File: config.mk
export PLATFORM = sky130hd
export DESIGN_NAME = progclk_gen
export DESIGN_NICKNAME = d
export VERILOG_FILES = /design/src/rtl/progclk_pkg.sv /design/src/rtl/progclk_rstsync.sv /design/src/rtl/progclk_cfg.sv /design/src/rtl/progclk_srcsel.sv /design/src/rtl/progclk_div.sv /design/src/rtl/progclk_gen.sv
export SDC_FILE = /design/constraint.sdc
export NUM_CORES = 1
export LEC_CHECK = 0
export CAP_MARGIN = 15
export CORE_AREA = 2 2 83 45
export CTS_CLUSTER_DIAMETER = 80
export DETAILED_ROUTE_END_ITERATION = 12
export DIE_AREA = 0 0 85 47
export GPL_TIMING_DRIVEN = 1
export HOLD_SLACK_MARGIN = 0.06
export PLACE_DENSITY_LB_ADDON = 0.15
export SETUP_SLACK_MARGIN = 0.1
export SYNTH_ARGS = -nofsm -noshare
export SYNTH_HDL_FRONTEND = slang
export SYNTH_HIERARCHICAL = 1
export SYNTH_SLANG_ARGS = --single-unit
File: constraint.sdc
create_clock -name clk -period 0.95 [get_ports clk]
set_input_delay 0.19 -clock clk [delete_from_list [all_inputs] [get_ports clk]]
set_output_delay 0.19 -clock clk [all_outputs]
set_load 0.02 [all_outputs]
File: src/rtl/progclk_pkg.sv
package progclk_pkg;
  localparam int REG_W     = 16;
  localparam int PRES_W    = 3;
  localparam int SELMAX_W  = 3;
  localparam int MSEL_BIT  = 7;
  localparam int STAT_BASE = 8;

  typedef struct packed {
    logic                msel;
    logic [SELMAX_W-1:0] sel;
    logic [PRES_W-1:0]   pres;
  } cfg_t;

  function automatic int sel_width(input bit wide);
    return wide ? 3 : 2;
  endfunction

  function automatic int pres_lsb(input bit wide);
    return wide ? 4 : 2;
  endfunction
endpackage

File: src/rtl/progclk_rstsync.sv
module progclk_rstsync (
  input  logic clk,
  input  logic rst_n,
  output logic rst_sync_n
);
  logic [1:0] sync_q;

  always_ff @(posedge clk or negedge rst_n) begin
    if (!rst_n) sync_q <= 2'b00;
    else        sync_q <= {sync_q[0], 1'b1};
  end

  assign rst_sync_n = sync_q[1];
endmodule

File: src/rtl/progclk_cfg.sv
module progclk_cfg
  import progclk_pkg::*;
#(
  parameter bit WIDE     = 1'b0,
  parameter bit DIRECT   = 1'b0,
  parameter bit HAS_MSEL = 1'b1
) (
  input  logic             clk,
  input  logic             rst_n,
  input  logic             en_i,
  input  logic             wr_en_i,
  input  logic [REG_W-1:0] wr_data_i,
  output cfg_t             cfg_o,
  output logic [REG_W-1:0] rd_data_o
);
  localparam int SEL_W    = sel_width(WIDE);
  localparam int PLSB     = pres_lsb(WIDE);
  localparam int PRES_MAX = (1 << PRES_W) - 1;

  logic [SELMAX_W-1:0] sel_new;
  logic [PRES_W-1:0]   pres_new;
  logic                msel_new;
  logic                accept;
  logic                pres_ok;
  cfg_t                cfg_q;
  cfg_t                cfg_d;

  always_comb begin
    sel_new              = '0;
    sel_new[SEL_W-1:0]   = wr_data_i[SEL_W-1:0];
    pres_new             = wr_data_i[PLSB +: PRES_W];
    msel_new             = HAS_MSEL ? wr_data_i[MSEL_BIT] : 1'b0;
    pres_ok              = DIRECT || (pres_new != PRES_W'(PRES_MAX));
    accept               = wr_en_i && !en_i;
    cfg_d                = cfg_q;
    cfg_d.sel            = sel_new;
    cfg_d.msel           = msel_new;
    if (pres_ok) cfg_d.pres = pres_new;
  end

  always_ff @(posedge clk or negedge rst_n) begin
    if (!rst_n)      cfg_q <= '0;
    else if (accept) cfg_q <= cfg_d;
  end

  always_comb begin
    rd_data_o                  = '0;
    rd_data_o[SEL_W-1:0]       = cfg_q.sel[SEL_W-1:0];
    rd_data_o[PLSB +: PRES_W]  = cfg_q.pres;
    rd_data_o[MSEL_BIT]        = cfg_q.msel;
  end

  assign cfg_o = cfg_q;

  assert_hold_while_en_R7: assert property (@(posedge clk) disable iff (!rst_n)
    en_i |=> $stable(cfg_q));

  assert_bad_shift_kept_R5: assert property (@(posedge clk) disable iff (!rst_n)
    (!DIRECT && wr_en_i && !en_i && wr_data_i[PLSB +: PRES_W] == PRES_W'(PRES_MAX))
      |=> cfg_q.pres == $past(cfg_q.pres));
endmodule

File: src/rtl/progclk_srcsel.sv
module progclk_srcsel
  import progclk_pkg::*;
#(
  parameter bit WIDE = 1'b0,
  parameter int NSRC = 5
) (
  input  cfg_t            cfg_i,
  input  logic [NSRC-1:0] src_tick_i,
  output logic            tick_o
);
  localparam int SEL_W = sel_width(WIDE);
  localparam int EXTRA = 1 << SEL_W;

  logic [3:0]      idx;
  logic [NSRC-1:0] hit;

  always_comb begin
    if (cfg_i.msel && cfg_i.sel == '0) idx = 4'(EXTRA);
    else                               idx = {1'b0, cfg_i.sel};
  end

  for (genvar i = 0; i < NSRC; i++) begin : g_hit
    assign hit[i] = src_tick_i[i] && (idx == 4'(i));
  end

  assign tick_o = |hit;
endmodule

File: src/rtl/progclk_div.sv
module progclk_div
  import progclk_pkg::*;
#(
  parameter bit DIRECT = 1'b0
) (
  input  logic              clk,
  input  logic              rst_n,
  input  logic              en_i,
  input  logic              tick_i,
  input  logic [PRES_W-1:0] pres_i,
  output logic              fire_o,
  output logic              clk_o,
  output logic              rdy_o
);
  localparam int CNT_W = DIRECT ? PRES_W : (1 << PRES_W) - 1;

  logic [CNT_W-1:0] term;
  logic [CNT_W-1:0] cnt_q, cnt_d;
  logic             hit;
  logic             fire_q, fire_d;
  logic             clk_q, clk_d;
  logic             rdy_q, rdy_d;

  if (DIRECT) begin : g_direct
    assign term = CNT_W'(pres_i);
  end else begin : g_shift
    assign term = (CNT_W'(1) << pres_i) - CNT_W'(1);
  end

  always_comb begin
    hit    = tick_i && (cnt_q == term);
    cnt_d  = cnt_q;
    if (!en_i)       cnt_d = '0;
    else if (tick_i) cnt_d = hit ? '0 : cnt_q + CNT_W'(1);
    fire_d = en_i && hit;
    clk_d  = en_i && (fire_d ? !clk_q : clk_q);
    rdy_d  = en_i && (rdy_q || fire_d);
  end

  always_ff @(posedge clk or negedge rst_n) begin
    if (!rst_n)                 cnt_q <= '0;
    else if (!en_i || tick_i)   cnt_q <= cnt_d;
  end

  always_ff @(posedge clk or negedge rst_n) begin
    if (!rst_n) begin
      fire_q <= 1'b0;
      clk_q  <= 1'b0;
      rdy_q  <= 1'b0;
    end else begin
      fire_q <= fire_d;
      clk_q  <= clk_d;
      rdy_q  <= rdy_d;
    end
  end

  assign fire_o = fire_q;
  assign clk_o  = clk_q;
  assign rdy_o  = rdy_q;

  assert_cnt_bound_R3: assert property (@(posedge clk) disable iff (!rst_n)
    cnt_q <= term);

  assert_idle_clear_R9: assert property (@(posedge clk) disable iff (!rst_n)
    !en_i |=> (cnt_q == '0 && !rdy_q && !clk_q && !fire_q));

  assert_ready_with_tick_R8: assert property (@(posedge clk) disable iff (!rst_n)
    $rose(rdy_q) |-> fire_q);

  assert_toggle_on_tick_R10: assert property (@(posedge clk) disable iff (!rst_n)
    (en_i && $past(en_i) && !fire_q) |=> (fire_q ? clk_q != $past(clk_q) : clk_q == $past(clk_q)));
endmodule

File: src/rtl/progclk_gen.sv
module progclk_gen
  import progclk_pkg::*;
#(
  parameter bit DIRECT_DIV  = 1'b0,
  parameter bit WIDE_LAYOUT = 1'b0,
  parameter bit HAS_MSEL    = 1'b1,
  parameter int INST_ID     = 0,
  localparam int NSRC       = (1 << sel_width(WIDE_LAYOUT)) + (HAS_MSEL ? 1 : 0)
) (
  input  logic             clk,
  input  logic             rst_n,
  input  logic             en_i,
  input  logic [NSRC-1:0]  src_tick_i,
  input  logic             wr_en_i,
  input  logic [REG_W-1:0] wr_data_i,
  output logic [REG_W-1:0] rd_data_o,
  output logic             tick_o,
  output logic             clk_o,
  output logic             ready_o,
  output logic [REG_W-1:0] status_o
);
  logic rst_sync_n;
  cfg_t cfg;
  logic sel_tick;
  logic fire, clk_div, rdy;

  progclk_rstsync u_rstsync (
    .clk        (clk),
    .rst_n      (rst_n),
    .rst_sync_n (rst_sync_n)
  );

  progclk_cfg #(
    .WIDE     (WIDE_LAYOUT),
    .DIRECT   (DIRECT_DIV),
    .HAS_MSEL (HAS_MSEL)
  ) u_cfg (
    .clk       (clk),
    .rst_n     (rst_sync_n),
    .en_i      (en_i),
    .wr_en_i   (wr_en_i),
    .wr_data_i (wr_data_i),
    .cfg_o     (cfg),
    .rd_data_o (rd_data_o)
  );

  progclk_srcsel #(
    .WIDE (WIDE_LAYOUT),
    .NSRC (NSRC)
  ) u_srcsel (
    .cfg_i      (cfg),
    .src_tick_i (src_tick_i),
    .tick_o     (sel_tick)
  );

  progclk_div #(
    .DIRECT (DIRECT_DIV)
  ) u_div (
    .clk    (clk),
    .rst_n  (rst_sync_n),
    .en_i   (en_i),
    .tick_i (sel_tick),
    .pres_i (cfg.pres),
    .fire_o (fire),
    .clk_o  (clk_div),
    .rdy_o  (rdy)
  );

  assign tick_o  = fire && en_i;
  assign clk_o   = clk_div && en_i;
  assign ready_o = rdy && en_i;

  always_comb begin
    status_o                     = '0;
    status_o[STAT_BASE + INST_ID] = ready_o;
  end
endmodule

==> reports/qor.yml, run 1 <==
crit_arrival_ns: 2.40
dieArea_sq_um: 4000
final_max_slew_viol_count: 0
initial_core_util: 0.386
synth_compound_area_frac: 0.147
multiInputGateArea_sq_um: 648
dr.pass1.iters: 4
min_period_ns: 2.21
synth_top_family_by_area: "buffers and inverters"
io_pins: 60
skew_ns: 0.00234
synth_cell_types: 37
p_int_mw: 1.60
drc: 0
synthArstFlopShare: 1.00
fin_crit_sh: 2.33
synth-xor-area-share: 0.0207
grt.busiest_layer: "met2"
fin_area_sq_um: 1710
grt_overflow_total: 0
clkLatencyLatePin_ns: 0.26
syn_area_sq_um: 1270
n_antenna_cell: 0
clk_pin_slew_worst_paths_ns: 0.07
grt_pass1_wl_mm: 5.06
drt-initial-drc-count: 36
end_kind: "flop"
synth.largest_area_cell: "dfrtp_1"
cp-start-kind: "flop"
cts.sinks: 18
whs_ns: 0.0820
swShare: 0.325
postRouteAntennaNets: 0
synth_flop_cell: "dfrtp_1"
finalHoldViolations: 0
cts_buffers: 3
power_per_cell_area_nw_per_um2: 1390
p_switching_uw: 769
synth_fa_ha_area_frac: 0.00987
rsz0062_at_grt: "yes"
power.total_mw: 2.37
fmax_mhz: 453
routed_wl_mm: 2.98
clockPowerShare: 0.276
min_path_type: "in2async"
htreeDepth: 1
yosysSeqAreaShare: 0.355
clockBufferDepth: 2
dp.cells: 204
vias_per_cell: 4.79
nNetsFinal: 202
crit_path_max_fanout: 10
outcome: "finished, violations left"
gr-usage-all-layers: 0.170
die_h_microns: 47
postSynthCellCount: 132
ff_latch_area_sq_um: 457
synth_seq_cells: 18
synth_top_area_frac: 0.355
grtUsageMet3: 0.0580
cts_root_buf: "clkbuf_8"
fillers: 308
fin_ws_ns: -1.26
wire_per_inst_microns: 13.7
ys.warnings.count: 6
power.share.sequential: 0.385
p_leak_nw: 0.777
met2_usage: 0.266
areaGrowthSynthToFinish_pct: 34.6
synth-simple-area-share: 0.182
avgSynthCellArea_sq_um: 9.60
critical_path_class: "reg2reg"
num_rows: 15
dieWidth_microns: 85
cts_hold_buf: 0
synth.area.top_cells: "dfrtp_1 (36%), buf_4 (20%), nand3_1 (3.6%), mux2_4 (3.6%), o21ai_0 (2.8%)"
grt_start_max_net_pins: 17
synth_edf_count: 0
final_cells: 217
grt.met1_usage: 0.231
setup_viol: 21
synthMuxAreaShare: 0.0513
core_sq_um: 3280
dpl_worst_slack_ns: -1.49
drv_cap: 0
ir_drop_uv: 761
cp.required_ns: 1.14
drive_above_1_share: 0.354
route.vias.total: 1040
cts_tree: "done"
place_hpwl_mm: 2.02
placed_cell_area_sq_um: 1530
p_comb_frac: 0.340
antenna_found_initial: 0
grt_pass1_vias: 1014
violations: "setup timing"
place_congestion: 0.814
port_buffers: 24
==> metal layers <==
layer / vias to the layer above / part of all wire
met4: 0 / 0.010
met1: 500 / 0.51
met5: - / 0
met3: 7 / 0.063
met2: 40 / 0.42
li1: 493 / -
==> kinds of logic (layout without fill, tap and decap cells) <==
kind of cell / Yosys count / after routing
AO/OA/AOI/OAI: 26 / 26
XOR/XNOR: 3 / 3
adder cells (fa/ha/maj): 1 / 1
buffers and inverters: 39 / 57
flip-flops: 18 / 18
multiplexers: 5 / 5
other: 3 / 27
AND/OR/NAND/NOR: 37 / 38
==> critical path: stages (launching register included) <==
cell and delay, ns:
dfrtp_2 0.44, mux2i_1 0.13, and2_1 0.16, o31ai_2 0.23, o21ai_1 0.12, or4_4 0.56, a31oi_4 0.18, buf_12 0.15
mux2i_1 0.17
==> area by class of cell <==
type	instances	area share
sequential	18	0.268
tap	42	0.0308
inverter	1	0.00220
multi-input combinational	100	0.380
timing repair buffer	52	0.287
clock buffer	4	0.0323
==> path summary, 6_finish.rpt <==
check / slack [ns] / cells after the start / to / start
worst max-delay path: -1.26 / 8 / u_div/clk_o$_DFF_PN0_ / u_cfg/cfg_o[4]$_DFFE_PN0P_
worst min-delay path: 0.08 / 1 / u_rstsync/sync_q[0]$_DFF_PN0_ / rst_n
worst max register to register: -1.26 / 8 / u_div/clk_o$_DFF_PN0_ / u_cfg/cfg_o[4]$_DFFE_PN0P_
worst min register to register: 0.19 / 1 / u_cfg/cfg_o[6]$_DFFE_PN0P_ / u_rstsync/sync_q[1]$_DFF_PN0_
max in group asynchronous: 0.55 / 1 / u_cfg/cfg_o[4]$_DFFE_PN0P_ / u_rstsync/sync_q[1]$_DFF_PN0_
min in group clk: 0.32 / 4 / u_div/cnt_q[4]$_DFFE_PN0P_ / en_i
==> repair_timing <==
action	4_1_cts	5_1_grt
gates cloned	1	0
buffers inserted	9	3
endpoints found under the setup margin	26	25
resized for setup	70	9
pin swaps	3	1
==> metrics by stage <==
step	util	setup TNS, ns
2_1_floorplan	-	-10.67
3_3_place_gp	0.465	-21.70
3_5_place_dp	0.465	-22.78
4_1_cts	0.516	-14.16
5_1_grt	0.519	-15.46
6_report	0.519	-13.97
==> cells in the final DEF (no fill, tap or decap), types with 4 or more instances in the layout <==
| master | instances |
|---|---|
| buf_4 | 20 |
| a21oi_1 | 4 |
| clkdlybuf4s50_1 | 12 |
| clkbuf_8 | 4 |
| buf_6 | 16 |
| dfrtp_2 | 5 |
| o21ai_0 | 7 |
| nand3_1 | 9 |
| conb_1 | 27 |
| dfrtp_1 | 13 |
==> synth_stat cells, drive strengths merged (2+ instances only) <==
| master | instances |
|---|---|
| o21ai | 8 |
| or3 | 2 |
| o31ai | 2 |
| and3 | 2 |
| and2 | 5 |
| xnor2 | 3 |
| a21oi | 4 |
| o22a | 3 |
| nand2b | 3 |
| nand2 | 2 |
| nor3 | 3 |
| a221oi | 2 |
| nand3b | 3 |
| dfrtp | 18 |
| clkbuf | 3 |
| o211ai | 2 |
| mux2i | 2 |
| buf | 35 |
| nor2 | 4 |
| conb | 3 |
| nand3 | 9 |
| mux2 | 3 |
==> sequential cells by signal, summed over array words and instances, names as in the netlist <==
name / count
u_rstsync/sync_q: 2
u_div/clk_o: 1
u_div/fire_o: 1
u_div/rdy_o: 1
u_cfg/cfg_o: 6
u_div/cnt_q: 7
==> power groups by stage <==
stage	Combinational (mW)	Clock [mW]	Sequential [mW]
2_1_floorplan	0.526	0	0.910
3_3_place_gp	0.676	0	0.913
3_5_place_dp	0.687	0	0.912
4_1_cts	0.781	0.662	0.899
5_1_grt	0.866	0.715	0.922
6_report	0.804	0.653	0.911
(Power assumes the default switching activity.)
==> run 2, diff against run 1 <==
--- a/config.mk
+++ b/config.mk
@@ -12,6 +12,7 @@
 export DIE_AREA = 0 0 85 47
 export GPL_TIMING_DRIVEN = 1
 export HOLD_SLACK_MARGIN = 0.06
+export MAX_ROUTING_LAYER = met4
 export PLACE_DENSITY_LB_ADDON = 0.15
 export SETUP_SLACK_MARGIN = 0.1
 export SYNTH_ARGS = -nofsm -noshare
==> reports/qor.yml, run 2 (same netlist as run 1, synthesis figures left out) <==
outcome: "finished, violations left"
violations: "setup timing"
rsz0062_at_grt: "yes"
gr-usage-all-layers: 0.176  # +0.00609
largest_register: "u_div/cnt_q"
p_leak_nw: 0.777  # unchanged
cp_slowest_cell: "or4_4"
vias_per_cell: 4.84  # +1.1%
clk_pin_slew_worst_paths_ns: 0.07  # about the same
path_cells: "mux2i_1 > and2_1 > o31ai_2 > o21ai_1 > or4_4 > a31oi_4 > buf_12 > mux2i_1"
fin_area_sq_um: 1710  # unchanged
nNetsFinal: 202  # unchanged
largest_reg_flops: 7  # unchanged
final_max_slew_viol_count: 0  # unchanged
die_h_microns: 47  # unchanged
rr_worst_depth: 8  # unchanged
core_sq_um: 3280  # unchanged
whs_ns: 0.0812  # -0.000816 ns
cts_tree: "done"
cp.required_ns: 1.14  # about the same
fin_ws_ns: -1.26  # -0.00412 ns
rr_endpoint: "u_div/clk_o$_DFF_PN0_"
min_path_type: "in2async"
drt-initial-drc-count: 31  # -14%
dr.pass1.iters: 4  # unchanged
cts_hold_buf: 0  # unchanged
drc: 0  # unchanged
fin_crit_sh: 2.33  # +0.00434
areaGrowthSynthToFinish_pct: 34.6  # unchanged
end_kind: "flop"
setup_viol: 20  # -4.8%
mostFrequentLayoutCells: "conb_1 (27), buf_4 (20), buf_6 (16)"
power_per_cell_area_nw_per_um2: 1390  # about the same
cp-start-kind: "flop"
power.total_mw: 2.37  # about the same
grt_start_max_net_pins: 17  # unchanged
drv_cap: 0  # unchanged
final_cells: 217  # unchanged
clkLatencyLatePin_ns: 0.26  # about the same
routed_wl_mm: 2.98  # about the same
cp_num_buf_inv: 1  # unchanged
skew_ns: 0.00331  # +0.000963 ns
cts.sinks: 18  # unchanged
postRouteAntennaNets: 0  # unchanged
min_period_ns: 2.21  # +0.00412 ns
io_pins: 60  # unchanged
cpMostUsedCell: "mux2i_1"
placed_cell_area_sq_um: 1530  # unchanged
grt_pass1_vias: 1015  # +0.099%
dp.cells: 204  # unchanged
crit_path_max_fanout: 10  # unchanged
htreeDepth: 1  # unchanged
clockBufferDepth: 2  # unchanged
regToRegSetupSlack_ns: -1.26  # about the same
place_congestion: 0.826  # +1.5%
utilization: 0.519  # unchanged
crit_start: "u_cfg/cfg_o[4]$_DFFE_PN0P_"
cts_buffers: 3  # unchanged
dpl_worst_slack_ns: -1.49  # unchanged
crit_family: "simple AND/OR/NAND/NOR gates"
critical_path_class: "reg2reg"
antenna_found_initial: 0  # unchanged
cpPeakStageDelay_ns: 0.56  # about the same
route.vias.total: 1051  # +1.1%
num_rows: 15  # unchanged
port_buffers: 24  # unchanged
place_hpwl_mm: 2.02  # unchanged
mostFrequentLayoutCell: "conb_1"
dieArea_sq_um: 4000  # unchanged
setup_tns_ns: -14.02  # -0.0462 ns
cp.depth: 8  # unchanged
reg2reg_from: "u_cfg/cfg_o[4]$_DFFE_PN0P_"
fmax_mhz: 452  # -0.19%
initial_core_util: 0.386  # unchanged
grt_pass1_wl_mm: 5.06  # -0.14%
crit_arrival_ns: 2.40  # about the same
dieWidth_microns: 85  # unchanged
drive_above_1_share: 0.354  # unchanged
cts_root_buf: "clkbuf_8"
ir_drop_uv: 761  # about the same
grt_overflow_total: 0  # unchanged
wire_per_inst_microns: 13.8  # about the same
finalHoldViolations: 0  # unchanged
n_antenna_cell: 0  # unchanged
[run 2: how the worst max path moves through the flow]
stage	end	slack (ns)
floorplan	u_div/clk_o$_DFF_PN0_	-1.12
global placement	u_div/clk_o$_DFF_PN0_	-1.37
detailed placement	u_div/clk_o$_DFF_PN0_	-1.49
CTS	u_div/clk_o$_DFF_PN0_	-1.22
global route	u_div/clk_o$_DFF_PN0_	-1.40
finish	u_div/clk_o$_DFF_PN0_	-1.26
[run 2: power breakdown]
group	internal, mW	switching [mW]
registers	0.830	0.0800
logic	0.399	0.404
clock network	0.369	0.287
[run 2: repair_timing]
item,4_1_cts,5_1_grt
endpoints found under the setup margin,26,25
gates resized for setup,70,9
setup buffers,9,3
hold endpoints to repair,0,0
pin swaps,3,1
cloned,1,0
[run 2: cell type report]
type,count,area [sq um]
clock buffers,4,55.1
well taps,42,52.6
inverters,1,3.75
flip-flops and latches,18,457
repair buffers,52,489
fillers,308,1580
multi-input cells,100,648
[run 2: layer usage]
metal / vias up / share of wire / global-route usage
li1: 492 / - / -
met1: 503 / 0.50 / 0.233
met2: 49 / 0.41 / 0.266
met3: 7 / 0.073 / 0.0545
met4: 0 / 0.010 / 0.0476
met5: - / 0 / -
==> run 3, diff against run 2 <==
--- a/config.mk
+++ b/config.mk
@@ -15,6 +15,7 @@
 export MAX_ROUTING_LAYER = met4
 export PLACE_DENSITY_LB_ADDON = 0.15
 export SETUP_SLACK_MARGIN = 0.1
+export SKIP_LAST_GASP = 1
 export SYNTH_ARGS = -nofsm -noshare
 export SYNTH_HDL_FRONTEND = slang
 export SYNTH_HIERARCHICAL = 1
==> reports/qor.yml, run 3 (same netlist as run 1, synthesis figures left out) <==
outcome: "finished, violations left"
violations: "setup timing"
areaGrowthSynthToFinish_pct: 33.7
ir_drop_uv: 739  # -2.9%
finalHoldViolations: 0  # unchanged
io_pins: 60  # unchanged
cpPeakStageDelay_ns: 0.57  # about the same
initial_core_util: 0.386  # unchanged
power_per_cell_area_nw_per_um2: 1390  # about the same
nNetsFinal: 202  # unchanged
postRouteAntennaNets: 0  # unchanged
place_congestion: 0.826  # unchanged
mostFrequentLayoutCell: "conb_1"
reg2reg_from: "u_cfg/cfg_o[4]$_DFFE_PN0P_"
rsz0062_at_grt: "yes"
route.vias.total: 1057  # +0.57%
vias_per_cell: 4.87  # +0.57%
skew_ns: 0.00254  # -0.000770 ns
min_path_type: "in2async"
grt_pass1_wl_mm: 5.09  # +0.55%
dieArea_sq_um: 4000  # unchanged
crit_start: "u_cfg/cfg_o[4]$_DFFE_PN0P_"
grt_start_max_net_pins: 17  # unchanged
ff_latch_area_sq_um: 453  # -0.82%
drive_above_1_share: 0.320  # -0.0343
fin_crit_sh: 2.35  # +0.0195
cp-start-kind: "flop"
crit_family: "simple AND/OR/NAND/NOR gates"
core_sq_um: 3280  # unchanged
grt.busiest_layer: "met2"
gr-usage-all-layers: 0.177  # +0.000813
cts_root_buf: "clkbuf_8"
largest_register: "u_div/cnt_q"
routed_wl_mm: 3.04  # +1.9%
drv_cap: 0  # unchanged
cts_tree: "done"
drt-initial-drc-count: 50  # +61%
mostFrequentLayoutCells: "conb_1 (27), buf_4 (22), dfrtp_1 (16)"
drc: 0  # unchanged
dieWidth_microns: 85  # unchanged
final_max_slew_viol_count: 0  # unchanged
p_leak_nw: 0.778  # about the same
fillers: 314  # +1.9%
fin_ws_ns: -1.28  # -0.0185 ns
dr.pass1.iters: 4  # unchanged
cpMostUsedCell: "mux2i_1"
dp.cells: 204  # unchanged
path_cells: "mux2i_1 > and2_1 > o31ai_2 > o21ai_1 > or4_4 > a31oi_4 > buf_12 > mux2i_1"
setup_viol: 20  # unchanged
grt_overflow_total: 0  # unchanged
crit_path_max_fanout: 10  # unchanged
htreeDepth: 1  # unchanged
met2_usage: 0.277  # +0.0109
cp_num_buf_inv: 1  # unchanged
min_period_ns: 2.23  # +0.0185 ns
multiInputGateArea_sq_um: 643  # -0.77%
setup_tns_ns: -14.71  # -0.696 ns
clkLatencyLatePin_ns: 0.26  # about the same
cp_slowest_cell: "or4_4"
antenna_found_initial: 0  # unchanged
port_buffers: 24  # unchanged
grt_pass1_vias: 1019  # +0.39%
critical_path_class: "reg2reg"
cp.required_ns: 1.14  # about the same
place_hpwl_mm: 2.02  # unchanged
final_cells: 217  # unchanged
fmax_mhz: 448  # -0.83%
cts_buffers: 3  # unchanged
num_rows: 15  # unchanged
largest_reg_flops: 7  # unchanged
end_kind: "flop"
crit_arrival_ns: 2.42  # +0.02 ns
die_h_microns: 47  # unchanged
clockBufferDepth: 2  # unchanged
clk_pin_slew_worst_paths_ns: 0.07  # about the same
cts.sinks: 18  # unchanged
grtUsageMet3: 0.0527  # -0.00176
wire_per_inst_microns: 14.0  # +1.9%
grt.met1_usage: 0.231  # -0.00214
n_antenna_cell: 0  # unchanged
## run 3: changes by cell type in the layout (fill, tap and decap cells not counted), sizes merged
cell / previous run / this run
clkbuf: 5 / 4
clkdlybuf4s50: 12 / 13
## run 3: metrics by stage
step | power, mW | setup WS (ns) | utilization | area (sq um) | hold WS [ns]
floorplan | 1.44 | -1.12 | - | 1370 | -0.106
detailed placement | 1.60 | -1.49 | 0.465 | 1530 | 0.198
global route | 2.49 | -1.41 | 0.516 | 1690 | 0.0761
CTS | 2.33 | -1.22 | 0.512 | 1680 | 0.0812
global placement | 1.59 | -1.37 | 0.465 | 1530 | 0.189
finish | 2.35 | -1.28 | 0.516 | 1690 | 0.0818
## run 3: power breakdown
part           leakage (nW)  total, mW  switching (mW)  internal (mW)
sequential            0.229      0.901          0.0750          0.826
combinational         0.519      0.799           0.405          0.394
clock                0.0288      0.652           0.283          0.369
## run 3: area by class of cell
cell class / count / area share
clock buffer: 4 / 0.0325
sequential: 18 / 0.267
timing repair buffer: 52 / 0.287
tap: 42 / 0.0310
multi-input combinational: 100 / 0.380
inverter: 1 / 0.00222
## run 3: per-layer routing
layer	share of wire	wire length, microns
met4	0.015	46
met1	0.50	1530
met5	0	0
met3	0.062	188
met2	0.42	1270
## run 3: what timing repair did
action | in CTS | in global routing
endpoints found under the setup margin | 26 | 25
setup buffers | 9 | 5
gates cloned | 1 | 0
hold buffers | 0 | 0
gates resized for setup | 67 | 5
pin swaps | 3 | 1
## run 3: worst paths after layout
kind	slack, ns	cells after the start	to
worst max-delay path	-1.28	8	u_div/clk_o$_DFF_PN0_
worst min-delay path	0.08	1	u_rstsync/sync_q[0]$_DFF_PN0_
worst max register to register	-1.28	8	u_div/clk_o$_DFF_PN0_
worst min register to register	0.20	1	u_cfg/cfg_o[0]$_DFFE_PN0P_
max in group asynchronous	0.55	1	u_cfg/cfg_o[2]$_DFFE_PN0P_
min in group clk	0.32	4	u_div/cnt_q[4]$_DFFE_PN0P_
## run 3: worst reg2reg max path: stages (launching register included)
cell and delay (ns):
dfrtp_2 0.44, mux2i_1 0.12, and2_1 0.16, o31ai_2 0.23, o21ai_1 0.12, or4_4 0.57
a31oi_4 0.19, buf_12 0.15, mux2i_1 0.17
